===== src/rtl/path_pkg.sv =====
package path_pkg;
    typedef enum logic [2:0] {
        S_IDLE,
        S_SETUP_SENT,
        S_WAIT_ACK,
        S_TRANSMIT,
        S_TEARDOWN,
        S_BACKOFF
    } src_state_t;

    typedef enum logic {
        D_IDLE,
        D_RECEIVE
    } dst_state_t;
endpackage


===== src/rtl/path_lfsr.sv =====
module path_lfsr #(
    parameter int          W     = 16,
    parameter logic [W-1:0] TAPS = 16'hB400,
    parameter logic [W-1:0] SEED = 16'hACE1,
    parameter int          OUT_W = 4
) (
    input  logic             clk,
    input  logic             rst_n,
    output logic [OUT_W-1:0] rnd
);
    logic [W-1:0] state_q;

    always_ff @(posedge clk) begin
        if (!rst_n)          state_q <= SEED;
        else if (state_q[0]) state_q <= (state_q >> 1) ^ TAPS;
        else                 state_q <= state_q >> 1;
    end

    assign rnd = state_q[OUT_W-1:0];
endmodule


===== src/rtl/path_src_fsm.sv =====
module path_src_fsm
    import path_pkg::*;
#(
    parameter int DEST_W         = 6,
    parameter int MSG_WORDS      = 512,
    parameter int BACKOFF_BASE   = 8,
    parameter int BACKOFF_SPAN_W = 4,
    localparam int IDX_W         = $clog2(MSG_WORDS),
    localparam int CNT_W         = $clog2(BACKOFF_BASE + (1 << BACKOFF_SPAN_W))
) (
    input  logic                      clk,
    input  logic                      rst_n,
    input  logic                      host_req,
    input  logic [DEST_W-1:0]         host_dest,
    input  logic                      blocked_in,
    input  logic                      ack_in,
    input  logic [BACKOFF_SPAN_W-1:0] rnd,
    output logic                      host_done,
    output logic                      setup_valid,
    output logic [DEST_W-1:0]         setup_dest,
    output logic                      data_valid,
    output logic [IDX_W-1:0]          data_idx,
    output logic                      teardown_out
);
    localparam logic [IDX_W-1:0] LAST_IDX = IDX_W'(MSG_WORDS - 1);

    src_state_t          state_q, state_d;
    logic [IDX_W-1:0]    idx_q;
    logic [CNT_W-1:0]    wait_q;
    logic [DEST_W-1:0]   dest_q;
    logic                done_q;

    // state register
    always_ff @(posedge clk) begin
        if (!rst_n) state_q <= S_IDLE;
        else        state_q <= state_d;
    end

    always_comb begin
        state_d = state_q;
        unique case (state_q)
            S_IDLE:       if (host_req) state_d = S_SETUP_SENT;
            S_SETUP_SENT: state_d = S_WAIT_ACK;
            S_WAIT_ACK: begin
                if (blocked_in)  state_d = S_BACKOFF;
                else if (ack_in) state_d = S_TRANSMIT;
            end
            S_TRANSMIT:   if (idx_q == LAST_IDX) state_d = S_TEARDOWN;
            S_TEARDOWN:   state_d = S_IDLE;
            S_BACKOFF:    if (wait_q == '0) state_d = S_SETUP_SENT;
            default:      state_d = S_IDLE;
        endcase
    end

    // datapath registers
    always_ff @(posedge clk) begin
        if (!rst_n) begin
            idx_q  <= '0;
            wait_q <= '0;
            dest_q <= '0;
            done_q <= 1'b0;
        end else begin
            done_q <= (state_q == S_TEARDOWN);
            if (state_q == S_IDLE && host_req) dest_q <= host_dest;
            if (state_q == S_TRANSMIT) idx_q <= idx_q + 1'b1;
            else                       idx_q <= '0;
            if (state_q == S_WAIT_ACK && blocked_in)
                wait_q <= CNT_W'(BACKOFF_BASE - 1) + CNT_W'(rnd);
            else if (state_q == S_BACKOFF && wait_q != '0)
                wait_q <= wait_q - 1'b1;
        end
    end

    // outputs
    always_comb begin
        setup_valid  = (state_q == S_SETUP_SENT);
        data_valid   = (state_q == S_TRANSMIT);
        teardown_out = (state_q == S_TEARDOWN);
        setup_dest   = dest_q;
        data_idx     = idx_q;
        host_done    = done_q;
    end
endmodule


===== src/rtl/path_dst_fsm.sv =====
module path_dst_fsm
    import path_pkg::*;
#(
    parameter int WORD_BITS = 32
) (
    input  logic                 clk,
    input  logic                 rst_n,
    input  logic                 setup_in,
    input  logic                 rx_valid,
    input  logic [WORD_BITS-1:0] rx_data,
    input  logic                 teardown_in,
    output logic                 ack_out,
    output logic                 rx_out_valid,
    output logic [WORD_BITS-1:0] rx_out_data
);
    dst_state_t           state_q, state_d;
    logic                 ack_q, rxv_q;
    logic [WORD_BITS-1:0] rxd_q;

    always_ff @(posedge clk) begin
        if (!rst_n) state_q <= D_IDLE;
        else        state_q <= state_d;
    end

    always_comb begin
        state_d = state_q;
        unique case (state_q)
            D_IDLE:    if (setup_in)    state_d = D_RECEIVE;
            D_RECEIVE: if (teardown_in) state_d = D_IDLE;
            default:   state_d = D_IDLE;
        endcase
    end

    always_ff @(posedge clk) begin
        if (!rst_n) begin
            ack_q <= 1'b0;
            rxv_q <= 1'b0;
            rxd_q <= '0;
        end else begin
            ack_q <= (state_q == D_IDLE) && setup_in;
            rxv_q <= (state_q == D_RECEIVE) && rx_valid;
            if ((state_q == D_RECEIVE) && rx_valid) rxd_q <= rx_data;
        end
    end

    always_comb begin
        ack_out      = ack_q;
        rx_out_valid = rxv_q;
        rx_out_data  = rxd_q;
    end
endmodule


===== src/rtl/path_setup_ni.sv =====
module path_setup_ni #(
    parameter int          DEST_W         = 6,
    parameter int          MSG_BYTES      = 2048,
    parameter int          WORD_BITS      = 32,
    parameter int          BACKOFF_BASE   = 8,
    parameter int          BACKOFF_SPAN_W = 4,
    parameter int          LFSR_W         = 16,
    parameter logic [15:0] LFSR_TAPS      = 16'hB400,
    parameter logic [15:0] LFSR_SEED      = 16'hACE1,
    localparam int         MSG_WORDS      = MSG_BYTES * 8 / WORD_BITS,
    localparam int         IDX_W          = $clog2(MSG_WORDS)
) (
    input  logic                 clk,
    input  logic                 rst_n,
    input  logic                 host_req,
    input  logic [DEST_W-1:0]    host_dest,
    output logic                 host_done,
    output logic                 setup_valid,
    output logic [DEST_W-1:0]    setup_dest,
    input  logic                 blocked_in,
    input  logic                 ack_in,
    output logic                 data_valid,
    output logic [IDX_W-1:0]     data_idx,
    output logic                 teardown_out,
    input  logic                 setup_in,
    output logic                 ack_out,
    input  logic                 rx_valid,
    input  logic [WORD_BITS-1:0] rx_data,
    input  logic                 teardown_in,
    output logic                 rx_out_valid,
    output logic [WORD_BITS-1:0] rx_out_data
);
    logic [BACKOFF_SPAN_W-1:0] rnd;

    path_lfsr #(
        .W(LFSR_W), .TAPS(LFSR_TAPS[LFSR_W-1:0]),
        .SEED(LFSR_SEED[LFSR_W-1:0]), .OUT_W(BACKOFF_SPAN_W)
    ) u_lfsr (
        .clk(clk), .rst_n(rst_n), .rnd(rnd)
    );

    path_src_fsm #(
        .DEST_W(DEST_W), .MSG_WORDS(MSG_WORDS),
        .BACKOFF_BASE(BACKOFF_BASE), .BACKOFF_SPAN_W(BACKOFF_SPAN_W)
    ) u_src (
        .clk(clk), .rst_n(rst_n),
        .host_req(host_req), .host_dest(host_dest),
        .blocked_in(blocked_in), .ack_in(ack_in), .rnd(rnd),
        .host_done(host_done), .setup_valid(setup_valid),
        .setup_dest(setup_dest), .data_valid(data_valid),
        .data_idx(data_idx), .teardown_out(teardown_out)
    );

    path_dst_fsm #(
        .WORD_BITS(WORD_BITS)
    ) u_dst (
        .clk(clk), .rst_n(rst_n),
        .setup_in(setup_in), .rx_valid(rx_valid), .rx_data(rx_data),
        .teardown_in(teardown_in), .ack_out(ack_out),
        .rx_out_valid(rx_out_valid), .rx_out_data(rx_out_data)
    );
endmodule


===== config.mk =====
export PLATFORM = sky130hd
export DESIGN_NAME = path_setup_ni
export DESIGN_NICKNAME = d
export VERILOG_FILES = /design/src/rtl/path_pkg.sv /design/src/rtl/path_lfsr.sv /design/src/rtl/path_src_fsm.sv /design/src/rtl/path_dst_fsm.sv /design/src/rtl/path_setup_ni.sv
export SDC_FILE = /design/constraint.sdc
export NUM_CORES = 1
export LEC_CHECK = 0
export BUFFER_PORTS_ARGS = -buffer_cell sky130_fd_sc_hd__buf_2
export CORE_AREA = 8 8 109 71
export DETAILED_ROUTE_END_ITERATION = 8
export DIE_AREA = 0 0 117 79
export PLACE_DENSITY = 0.75
export SKIP_LAST_GASP = 1
export SYNTH_ARGS = -nofsm -noshare
export SYNTH_HDL_FRONTEND = slang
export SYNTH_SLANG_ARGS = --single-unit

===== constraint.sdc =====
create_clock -name clk -period 1.9 [get_ports clk]
set_input_delay 0.475 -clock clk [delete_from_list [all_inputs] [get_ports clk]]
set_output_delay 0.475 -clock clk [all_outputs]
set_load 0.02 [all_outputs]

# == After elaboration in Yosys (flattened, before gate mapping) ==
# Index checks and enable logic that the tools add are counted.
# totals
ff_bits,75
inputBits,46
output_inout_bits,53
wordCells,48
# op_classes
n_addsub,3
n_eq_ne,10
n_mux,12
bitwise,2
n_reduce_logical,11
# ops
operator,n
16-bit two-way mux,1
3-bit two-way mux,5
3-bit one-hot mux with 5 select lines,1
5-bit two-way mux,2
9-bit by 1-bit adder with 9-bit output (second input constant),1
9-bit == test (second input constant),1
3-bit by 2-bit == test with 1-bit output (second input constant),2
3-bit == test (second input constant),2
3-bit by 4-bit adder with 5-bit output (first input constant),1
1-bit logical AND,5
5-bit zero test,1
5-bit nonzero test,1
5-bit by 1-bit subtractor with 5-bit output (second input constant),1
2-bit by 1-bit != test with 1-bit output (second input constant),2
3-bit NOT with 4-bit output,1
4-bit AND reduction,1
3-bit by 1-bit == test with 1-bit output (second input constant),1
3-bit zero test,1
3-bit != test (second input constant),1
1-bit two-way mux,2
2-bit != test (second input constant),1
1-bit one-hot mux with 2 select lines,1
2-bit AND reduction,1
2-bit nonzero test,1
1-bit NOT,1

# == Longest topological paths before layout ==
# Gate-level depths: netlist of run 1.
# depth
word_depth,4
depth_mapped,8
ltp_nobuf,8

# == Hierarchy ==
# From an unflattened synthesis of run 1, not the netlist that was laid out.
# hier_totals
hier_cells,325
hier_area_um2,3121.7
# by_module_without_submodules
module,instances,cells_each,area_per_inst_um2,seq_area_each_um2
path_dst_fsm,1,155,1447.6,700.7
path_src_fsm,1,130,1191.1,480.5
path_lfsr,1,40,483.0,320.3

# == Worst setup path before layout of run 1 ==
# OpenSTA, ideal clock, no wires.
# synth_path
path_type,reg2reg
from,"register u_src.idx_q[0], in the netlist u_src.data_idx[0]"
to,register u_src.state_q[0]
setup_ps,125
arrival_time_ps,1477
required_ps,1775
slack_ps,298
stages_incl_launch_ff,9
n_path_buf,0
period_less_slack_ps,1602
cell_sequence,dfxtp_1 ha_1 nand3_1 nor3_1 ha_1 nand2b_1 a21oi_1 nor2_1 nor2_1
# synth_between
elab_chain_cells,3
# synth_rtl
element,line_no,source
start: declaration,path_src_fsm.sv:28,logic [IDX_W-1:0] idx_q;
start signal: assignment,path_src_fsm.sv:65,if (state_q == S_TRANSMIT) idx_q <= idx_q + 1'b1;
9-bit == test,path_src_fsm.sv:48,S_TRANSMIT: if (idx_q == LAST_IDX) state_d = S_TEARDOWN;
2-bit by 1-bit != test with 1-bit output (no source line),n/a,
4-bit AND reduction (no source line),n/a,
end signal: assignment,path_src_fsm.sv:36,else state_q <= state_d;
end: declaration,path_src_fsm.sv:27,"src_state_t state_q, state_d;"
# No other way between the ends.
# A chain may end at the register's enable or synchronous reset.

# == Final worst setup path of run 1 ==
# layout_path
from,register u_src.state_q[2]
to,output data_valid
# layout_between
elab_chain_cells,1
# layout_rtl
element,line_no,source
3-bit by 2-bit == test with 1-bit output,path_src_fsm.sv:77,data_valid = (state_q == S_TRANSMIT);
end: declaration,path_setup_ni.sv:22,"output logic data_valid,"
# No other way between the ends.

==> results.md, run 1 <==
* Crit end category: output port
* Worst path required time at 1.42 ns
* WHS Path Cells at 3
* Max Cap Violations at 0
* Top cell type's share of synthesized area at 52.1%
* Synth Flop Type: dfxtp_1
* Async SR Flop Fraction at 0%
* GP Congestion at 0.827
* Status: complete, no violations
* Clk_lat worst skew at 0.34 ns
* Pwr Total at 3.48 mW
* Simple-gate share of the synthesized area at 23.6%
* Setup WS post-layout at 0.0616 ns
* Mux cell area share after synthesis at 2.43%
* Fmax at 544 MHz
* I/O pin total at 99
* Worst Skew at 0.00902 ns
* Dpl hpwl at 4780 um
* Drt pass-1 iters at 4
* Post-synthesis compound-gate area fraction at 12.5%
* Mapped Nets at 363
* CTS sink cnt at 75
* CTS tree: done
* Synth area leader: dfxtp_1
* ANT cells at 0
* Num CTS Buffers at 9
* Postcts setup bufs at 0
* EDFF count, synth at 0
* DP Worst Slack at 0.239 ns
* Worst setup SP type: flip-flop
* Site Rows at 23
* Hold Path End: u_dst.rx_out_data[2]$_SDFFE_PN0P_
* Post-synth top cells: 75 x dfxtp_1, 74 x nand2_1, 31 x a21boi_1
* Synth-to-Final Area Change at 28.2%
* Clock tree buffer depth at 2
* Xor-xnor portion of the synthesized cell area at 3.65%
* Netlist Area Pre-Place at 2880 um2
* Cell Pwr Density at 943 nW/um2
* Slew HR at 73.7%
* Initial antenna violation count at 0
* Placed Cells at 486
* Final Max Tran Viols at 0
* Final Critical Period at 1.84 ns
* Layout Nets at 460
* R2R Path Start: u_src.data_idx[0]$_SDFF_PN0_
* Count leader, synth: dfxtp_1
* Most area-consuming cells after synthesis: dfxtp_1 52%, nand2_1 9.6%, a21boi_1 8.1%
* Final cell count without fillers at 501
* Worst IR Drop VDD at 438 uV
* Worst reg2reg path depth at 8
* DR vias at 2,335
* Number of synthesized register bits at 75
* Actual slew at the worst max-slew pin at 0.392 ns
* Seq/Total Area, Yosys at 52.1%
* Initial Util at 46.0%
* First-pass GRT wire length at 10,600 um
* Layout cells sized above 1 at 30.4%
* Final ANT Viol Nets at 0
* Syn_area_per_cell at 9.21 um2
* Routed WL at 6470 um
* Count of different cell masters after synthesis at 39
* Sum Neg Setup Slack at 0 ns
* Final Cycle Share at 96.8%
* R2R Setup Slk at 0.21 ns
* Vias in the first global route at 2,246
* Combinational family with the most area after synthesis: simple AND/OR/NAND/NOR gates
* Port bufs at 98
* Fin. Hold Viols at 0
* DR WL/cell at 12.9 um
* Via density at 4.66
* WS Path Type: flip-flop to output port
* GRT Total Usage at 14.4%
* Hold_buf cts at 0
* Clock root buffer: clkbuf_8
* # DRC at 0
* Critical-path maximum fanout at 10
* GRT overflow at 0
* Worst R2R End: u_src.state_q[0]$_SDFFE_PN0P_
* Die area at 9240 um2
* Vert. Die Dim at 79 um
* Lkg Pwr at 1.65 nW
* Worst hold path startpoint: rx_data[2]
* Core Util, Final at 58.9%
* Clock slew at reported path FFs at 0.08 ns
* RSZ-0062 raised after global routing: yes
* Core Area at 6270 um2
* Synthesis Warnings at 0
* Initial drt markers at 127
* Crit path from: u_src.state_q[2]$_SDFFE_PN0P_
* Final setup violation count at 0
* Critical Path AT at 1.36 ns
* Syn Inst Count at 313
* Pin count of the biggest net entering global routing at 33
* Adder-cell share of the synthesized area at 1.74%
* Htree depth at 3
* Die W at 117 um
* Hold Path Class: input pin to flip-flop
## kinds of logic after synthesis
kind of cell,Yosys count
adder cells (fa/ha/maj),4
AND/OR/NAND/NOR,140
AO/OA/AOI/OAI,50
buffers and inverters,25
XOR/XNOR,12
flip-flops,75
multiplexers,7
## sequential cells by signal, summed over array words and instances (netlist names)
| name | flops |
|---|---|
| u_lfsr.state_q | 16 |
| u_src.wait_q | 5 |
| u_src.state_q | 3 |
| u_src.data_idx | 9 |
| u_dst.state_q | 1 |
| u_dst.ack_out | 1 |
| u_dst.rx_out_data | 32 |
| u_src.host_done | 1 |
| u_dst.rx_out_valid | 1 |
| u_src.setup_dest | 6 |
## through the flow
step	hold slack, ns	cell area, um2
6_report	0.364	3690
5_1_grt	0.349	3690
4_1_cts	0.347	3680
3_5_place_dp	0.396	3450
3_3_place_gp	0.391	3450
2_1_floorplan	0.386	2880
## per-layer routing
metal	GRT usage, %	share of wire (%)	wire length (um)
met1	17.0	44	2880
met2	23.6	46	2990
met3	5.83	8.6	559
met4	4.19	0.65	42
met5	0	0	0
## cells in the final DEF (no fill, tap or decap), drive strengths merged, types with 7 or more instances in the layout
cell / n
a21boi: 33
and2: 11
buf: 104
clkbuf: 10
dfxtp: 75
inv: 7
mux2i: 7
nand2: 74
nand2b: 7
nor2: 17
nor2b: 8
xnor2: 9
## worst max-delay path, stage by stage (launching register included)
cell and delay (ns):
dfxtp_1 0.56, nor2b_2 0.10, and2_1 0.20, buf_2 0.16
## report_power, final
group          leakage, nW  internal [mW]  switching [mW]  total, mW
combinational        0.925          0.175           0.203      0.378
clock                0.112          0.863           0.540       1.40
sequential           0.614           1.65          0.0539       1.70
## worst max-delay path by stage
stage                                    endpoint  slack [ns]  cells past startpoint
finish                                 data_valid        0.06                      3
global route                           data_valid       -0.03                      3
CTS                                    data_valid        0.02                      3
detailed placement  u_src.state_q[0]$_SDFFE_PN0P_        0.24                      8
global placement                       data_valid        0.34                      3
floorplan           u_src.state_q[0]$_SDFFE_PN0P_        0.30                      8
## timing repair
action | in CTS | in global routing
hold endpoints to repair | 0 | 0
endpoints found under the setup margin | 1 | 3
gates resized for setup | 1 | 4
## cell type report
cell class,count,area [um2]
Multi-Input combinational cell,213,1280
Clock inverter,5,103
Clock buffer,10,128
Fill cell,583,2580
Inverter,7,26.3
Timing Repair Buffer,104,548
Sequential cell,75,1500
Tap cell,87,109
No activity file was read; power rests on OpenSTA's default activity.
==> run 2, diff against run 1 <==
- CORE_AREA: 8 8 109 71 -> 2 2 103 65
- DIE_AREA: 0 0 117 79 -> 0 0 105 67
==> run 2 against run 1 <==
Effect of this change: via count increased by 0.73%; clock skew about the same; non-clock buffer count unchanged; worst hold slack got worse by 0.0079 ns; highest routed layer unchanged; critical path depth unchanged; routed wire length decreased by 6.2%; cell area decreased by 1.6%; combinational power about the same; sequential cell count unchanged; clock-buffer cell count decreased by 1; first-iteration DRC count decreased by 3.1%; global-route usage increased by 4.0 points.
==> results.md, run 2 (same netlist as run 1, synthesis figures left out) <==
* Vias in the first global route at 2,217
* Dpl hpwl at 4310 um
* ANT cells at 0
* Worst IR Drop VDD at 368 uV
* DR WL/cell at 12.2 um
* R2R Setup Slk at 0.22 ns
* Num CTS Buffers at 9
* Clock tree buffer depth at 2
* Final Max Tran Viols at 0
* Pin count of the biggest net entering global routing at 33
* Final Cycle Share at 94.3%
* Max Cap Violations at 0
* Worst R2R End: u_src.state_q[0]$_SDFFE_PN0P_
* Fmax at 558 MHz
* Crit end category: output port
* Worst hold path startpoint: rx_data[23]
* Net Sw Frac at 28.0%
* Critical Path AT at 1.32 ns
* Max reg flops at 32
* Int Pwr at 2.33 mW
* Die area at 7040 um2
* Hold Path Class: input pin to flip-flop
* Htree depth at 3
* Commonest non-fill, non-tap cell in the layout: buf_2
* R2R Path Start: u_src.data_idx[0]$_SDFF_PN0_
* Actual slew at the worst max-slew pin at 0.575 ns
* Status: complete, no violations
* Critical-path maximum fanout at 10
* RSZ-0062 raised after global routing: no
* WS Path Type: flip-flop to output port
* Port bufs at 98
* Drt pass-1 iters at 4
* Final ANT Viol Nets at 0
* Slew HR at 61.5%
* DR vias at 2,352
* Logic pwr share at 11.8%
* Postcts setup bufs at 0
* Routed WL at 6070 um
* Hold_buf cts at 0
* Final setup violation count at 0
* Layout fillers at 553
* Initial antenna violation count at 0
* Synth-to-Final Area Change at 26.1%
* Core Area at 6000 um2
* CTS tree: done
* First-pass GRT wire length at 10,100 um
* CTS sink cnt at 75
* Register share of total power at 52.5%
* Lkg Pwr at 1.63 nW
* Cell Pwr Density at 889 nW/um2
* Layout cells sized above 1 at 30.4%
* Worst setup SP type: flip-flop
* Placed Cells at 483
* Layout Nets at 460
* Vert. Die Dim at 67 um
* Final Critical Period at 1.79 ns
* Clock root buffer: clkbuf_8
* GRT overflow at 0
* Sum Neg Setup Slack at 0 ns
* Clk_lat worst skew at 0.34 ns
* I/O pin total at 99
* Worst path required time at 1.42 ns
* Via density at 4.71
* Site Rows at 22
* Net Switching at 0.906 mW
* # DRC at 0
* DP Worst Slack at 0.241 ns
* Clock power share at 35.7%
* Worst setup endpoint: data_valid
* Clock slew at reported path FFs at 0.09 ns
* Initial Util at 48.0%
* Worst reg2reg path depth at 8
* Final cell count without fillers at 499
* Fin. Hold Viols at 0
* Crit path from: u_src.state_q[2]$_SDFFE_PN0P_
* Worst Skew at 0.00927 ns
* Setup WS post-layout at 0.109 ns
* Most frequent cells in the layout: 98 x buf_2, 74 x nand2_1, 73 x dfxtp_1
* Pwr Total at 3.23 mW
* GP Congestion at 0.742
* Initial drt markers at 123
* Die W at 105 um
* GRT Total Usage at 18.3%
run 2: final cells by class:
| cell class | instances | area [um2] | area share (%) |
|---|---|---|---|
| inverters | 7 | 26.3 | 0.723 |
| flip-flops and latches | 75 | 1500 | 41.4 |
| clock inverters | 7 | 70.1 | 1.93 |
| clock buffers | 9 | 124 | 3.41 |
| repair buffers | 104 | 536 | 14.7 |
| well taps | 84 | 105 | 2.89 |
| multi-input cells | 213 | 1270 | 34.9 |
run 2: routing by layer:
layer | vias up | wire, um | GRT usage, %
met5 | - | 0 | 0
met4 | 0 | 43 | 4.67
met3 | 6 | 345 | 7.14
met2 | 64 | 2620 | 29.4
met1 | 1061 | 3060 | 23.4
li1 | 1221 | - | -
run 2: worst min-delay path by stage:
stage                                              end  slack, ns  cells after the start
finish              u_dst.rx_out_data[23]$_SDFFE_PN0P_       0.36                      3
global placement         u_lfsr.state_q[11]$_SDFF_PN1_       0.39                      1
detailed placement        u_lfsr.state_q[7]$_SDFF_PN1_       0.39                      1
CTS                 u_dst.rx_out_data[23]$_SDFFE_PN0P_       0.34                      3
global route        u_dst.rx_out_data[16]$_SDFFE_PN0P_       0.34                      3
floorplan                u_lfsr.state_q[11]$_SDFF_PN1_       0.39                      1
run 2: critical path, cell delays in order, from the launching register on:
cell and delay (ns):
dfxtp_2 0.39, nor2b_2 0.18, and2_1 0.21, buf_2 0.19
run 2: power by group through the flow:
stage               sequential (mW)  combinational [mW]  clock (mW)
global placement               1.73               0.373           0
CTS                            1.70               0.384        1.19
floorplan                      1.77               0.210           0
detailed placement             1.73               0.380           0
finish                         1.70               0.380        1.15
global route                   1.71               0.420        1.28
run 2: repair_timing:
| action | CTS | global route |
|---|---|---|
| setup endpoints to repair | 1 | 3 |
| pin swaps | 0 | 0 |
| resized for setup | 1 | 2 |
run 2: per-stage QoR:
stage | hold slack (ns) | instance area [um2] | util (%)
2_1_floorplan | 0.386 | 2880 | -
3_3_place_gp | 0.389 | 3440 | 57.3
3_5_place_dp | 0.394 | 3440 | 57.3
4_1_cts | 0.338 | 3630 | 60.5
5_1_grt | 0.342 | 3630 | 60.6
6_report | 0.356 | 3630 | 60.6
==> run 3, diff against run 2 <==
- CELL_PAD_IN_SITES_DETAIL_PLACEMENT: default -> 1
- CELL_PAD_IN_SITES_GLOBAL_PLACEMENT: default -> 2
- CORE_AREA: 2 2 103 65 -> 2 2 132 83
- DIE_AREA: 0 0 105 67 -> 0 0 134 85
- PLACE_DENSITY: 0.75 -> 0.77
==> run 3 against run 2 <==
Effect of this change: final cell count up 11%; via count up 2.6%; register-to-register slack about the same; non-clock buffer count up 1; first-iteration DRC count down 54%; largest power group is now clock; worst hold slack better by 0.022 ns.
==> results.md, run 3 (same netlist as run 1, synthesis figures left out) <==
* Status: complete, no violations
* Fmax at 556 MHz
* Cell Pwr Density at 1050 nW/um2
* Actual slew at the worst max-slew pin at 0.323 ns
* RSZ-0062 raised after global routing: no
* GRT overflow at 0
* # DRC at 0
* Worst Skew at 0.00566 ns
* Site Rows at 29
* Worst path required time at 1.42 ns
* R2R Path Start: u_src.data_idx[0]$_SDFF_PN0_
* Core Util, Final at 38.2%
* Routed WL at 7230 um
* Hold_buf cts at 0
* Vias in the first global route at 2,525
* ANT cells at 0
* Hold Path Class: input pin to flip-flop
* GRT Total Usage at 13.6%
* Pwr Total at 4.07 mW
* Crit path from: u_src.state_q[1]$_SDFFE_PN0P_
* Critical-path maximum fanout at 11
* Commonest non-fill, non-tap cell in the layout: buf_2
* Setup WS post-layout at 0.101 ns
* Sum Neg Setup Slack at 0 ns
* Clock slew at reported path FFs at 0.06 ns
* DP Worst Slack at 0.194 ns
* Postcts setup bufs at 0
* Max reg flops at 32
* Die area at 11,400 um2
* Synth-to-Final Area Change at 35.1%
* Port bufs at 98
* Final Critical Period at 1.80 ns
* CTS tree: done
* Pin count of the biggest net entering global routing at 27
* First-pass GRT wire length at 12,200 um
* Critical Path AT at 1.32 ns
* DR WL/cell at 13.0 um
* Clk_lat worst skew at 0.33 ns
* Layout Nets at 461
* Lkg Pwr at 1.72 nW
* Layout cells sized above 1 at 30.5%
* Crit end category: output port
* Clock tree buffer depth at 2
* Fin. Hold Viols at 0
* GP Congestion at 0.731
* Worst setup SP type: flip-flop
* Initial drt markers at 57
* WS Path Type: flip-flop to output port
* Final Max Tran Viols at 0
* Initial Util at 28.3%
* Hold Slack at 0.378 ns
* Core Area at 10,200 um2
* Die W at 134 um
* Htree depth at 3
* Worst hold path startpoint: rx_data[16]
* I/O pin total at 99
* Worst IR Drop VDD at 512 uV
* Drt pass-1 iters at 4
* Most frequent cells in the layout: 98 x buf_2, 74 x nand2_1, 72 x dfxtp_1
* Vert. Die Dim at 85 um
* DR vias at 2,414
* Dpl hpwl at 5360 um
* Num CTS Buffers at 9
* Final Cycle Share at 94.7%
* Max Cap Violations at 0
* CTS sink cnt at 75
* Clock root buffer: clkbuf_16
* Via density at 4.35
* Final setup violation count at 0
* Slew HR at 78.4%
* Initial antenna violation count at 0
* Final ANT Viol Nets at 0
==> run 3: cell types whose count changed in the layout (fill, tap and decap cells not counted), moves of 2 or more <==
cell       change
bufinv_16      +3
clkbuf_8       -8
clkbuf_16      +9
clkinv_4       -2
buf_12         +2
==> run 3: what timing repair did <==
action / in CTS / in global routing
gates cloned: 0 / 0
setup endpoints to repair: 1 / 2
resized for setup: 1 / 3
==> run 3: path summary, 6_finish.rpt <==
check	slack [ns]	cells past startpoint	end
worst max-delay path	0.10	3	data_valid
worst min-delay path	0.38	3	u_dst.rx_out_data[16]$_SDFFE_PN0P_
worst max register to register	0.22	8	u_src.state_q[0]$_SDFFE_PN0P_
worst min register to register	0.41	1	u_lfsr.state_q[11]$_SDFF_PN1_
==> run 3: metrics by stage <==
stage | std cells | area [um2]
floorplan | 313 | 2880
global placement | 539 | 3540
detailed placement | 539 | 3540
CTS | 555 | 3890
global route | 555 | 3890
finish | 555 | 3890
==> run 3: cell type report <==
| type | instances | area (um2) |
|---|---|---|
| fill | 1215 | 6300 |
| timing repair buffer | 105 | 568 |
| clock inverter | 6 | 111 |
| sequential | 75 | 1510 |
| inverter | 7 | 26.3 |
| multi-input combinational | 213 | 1270 |
| clock buffer | 10 | 239 |
| tap | 139 | 174 |
==> run 3: worst max-delay path, cell delays in order (launching register included) <==
cell and delay (ns):
dfxtp_4 0.41, nor2b_1 0.21, and2_1 0.20, buf_2 0.18
==> run 3: power by group <==
group | internal (mW) | switching (mW) | total [mW]
combinational | 0.178 | 0.211 | 0.389
sequential | 1.65 | 0.0575 | 1.71
clock | 1.32 | 0.656 | 1.98
total | 3.15 | 0.925 | 4.07
==> run 3: metal layers <==
metal  up-vias  wire, um  GRT usage (%)
li1       1218         -              -
met3        11       475           4.60
met1      1120      3630           18.5
met4         0        85           4.06
met5         -         0              0
met2        65      3040           20.3
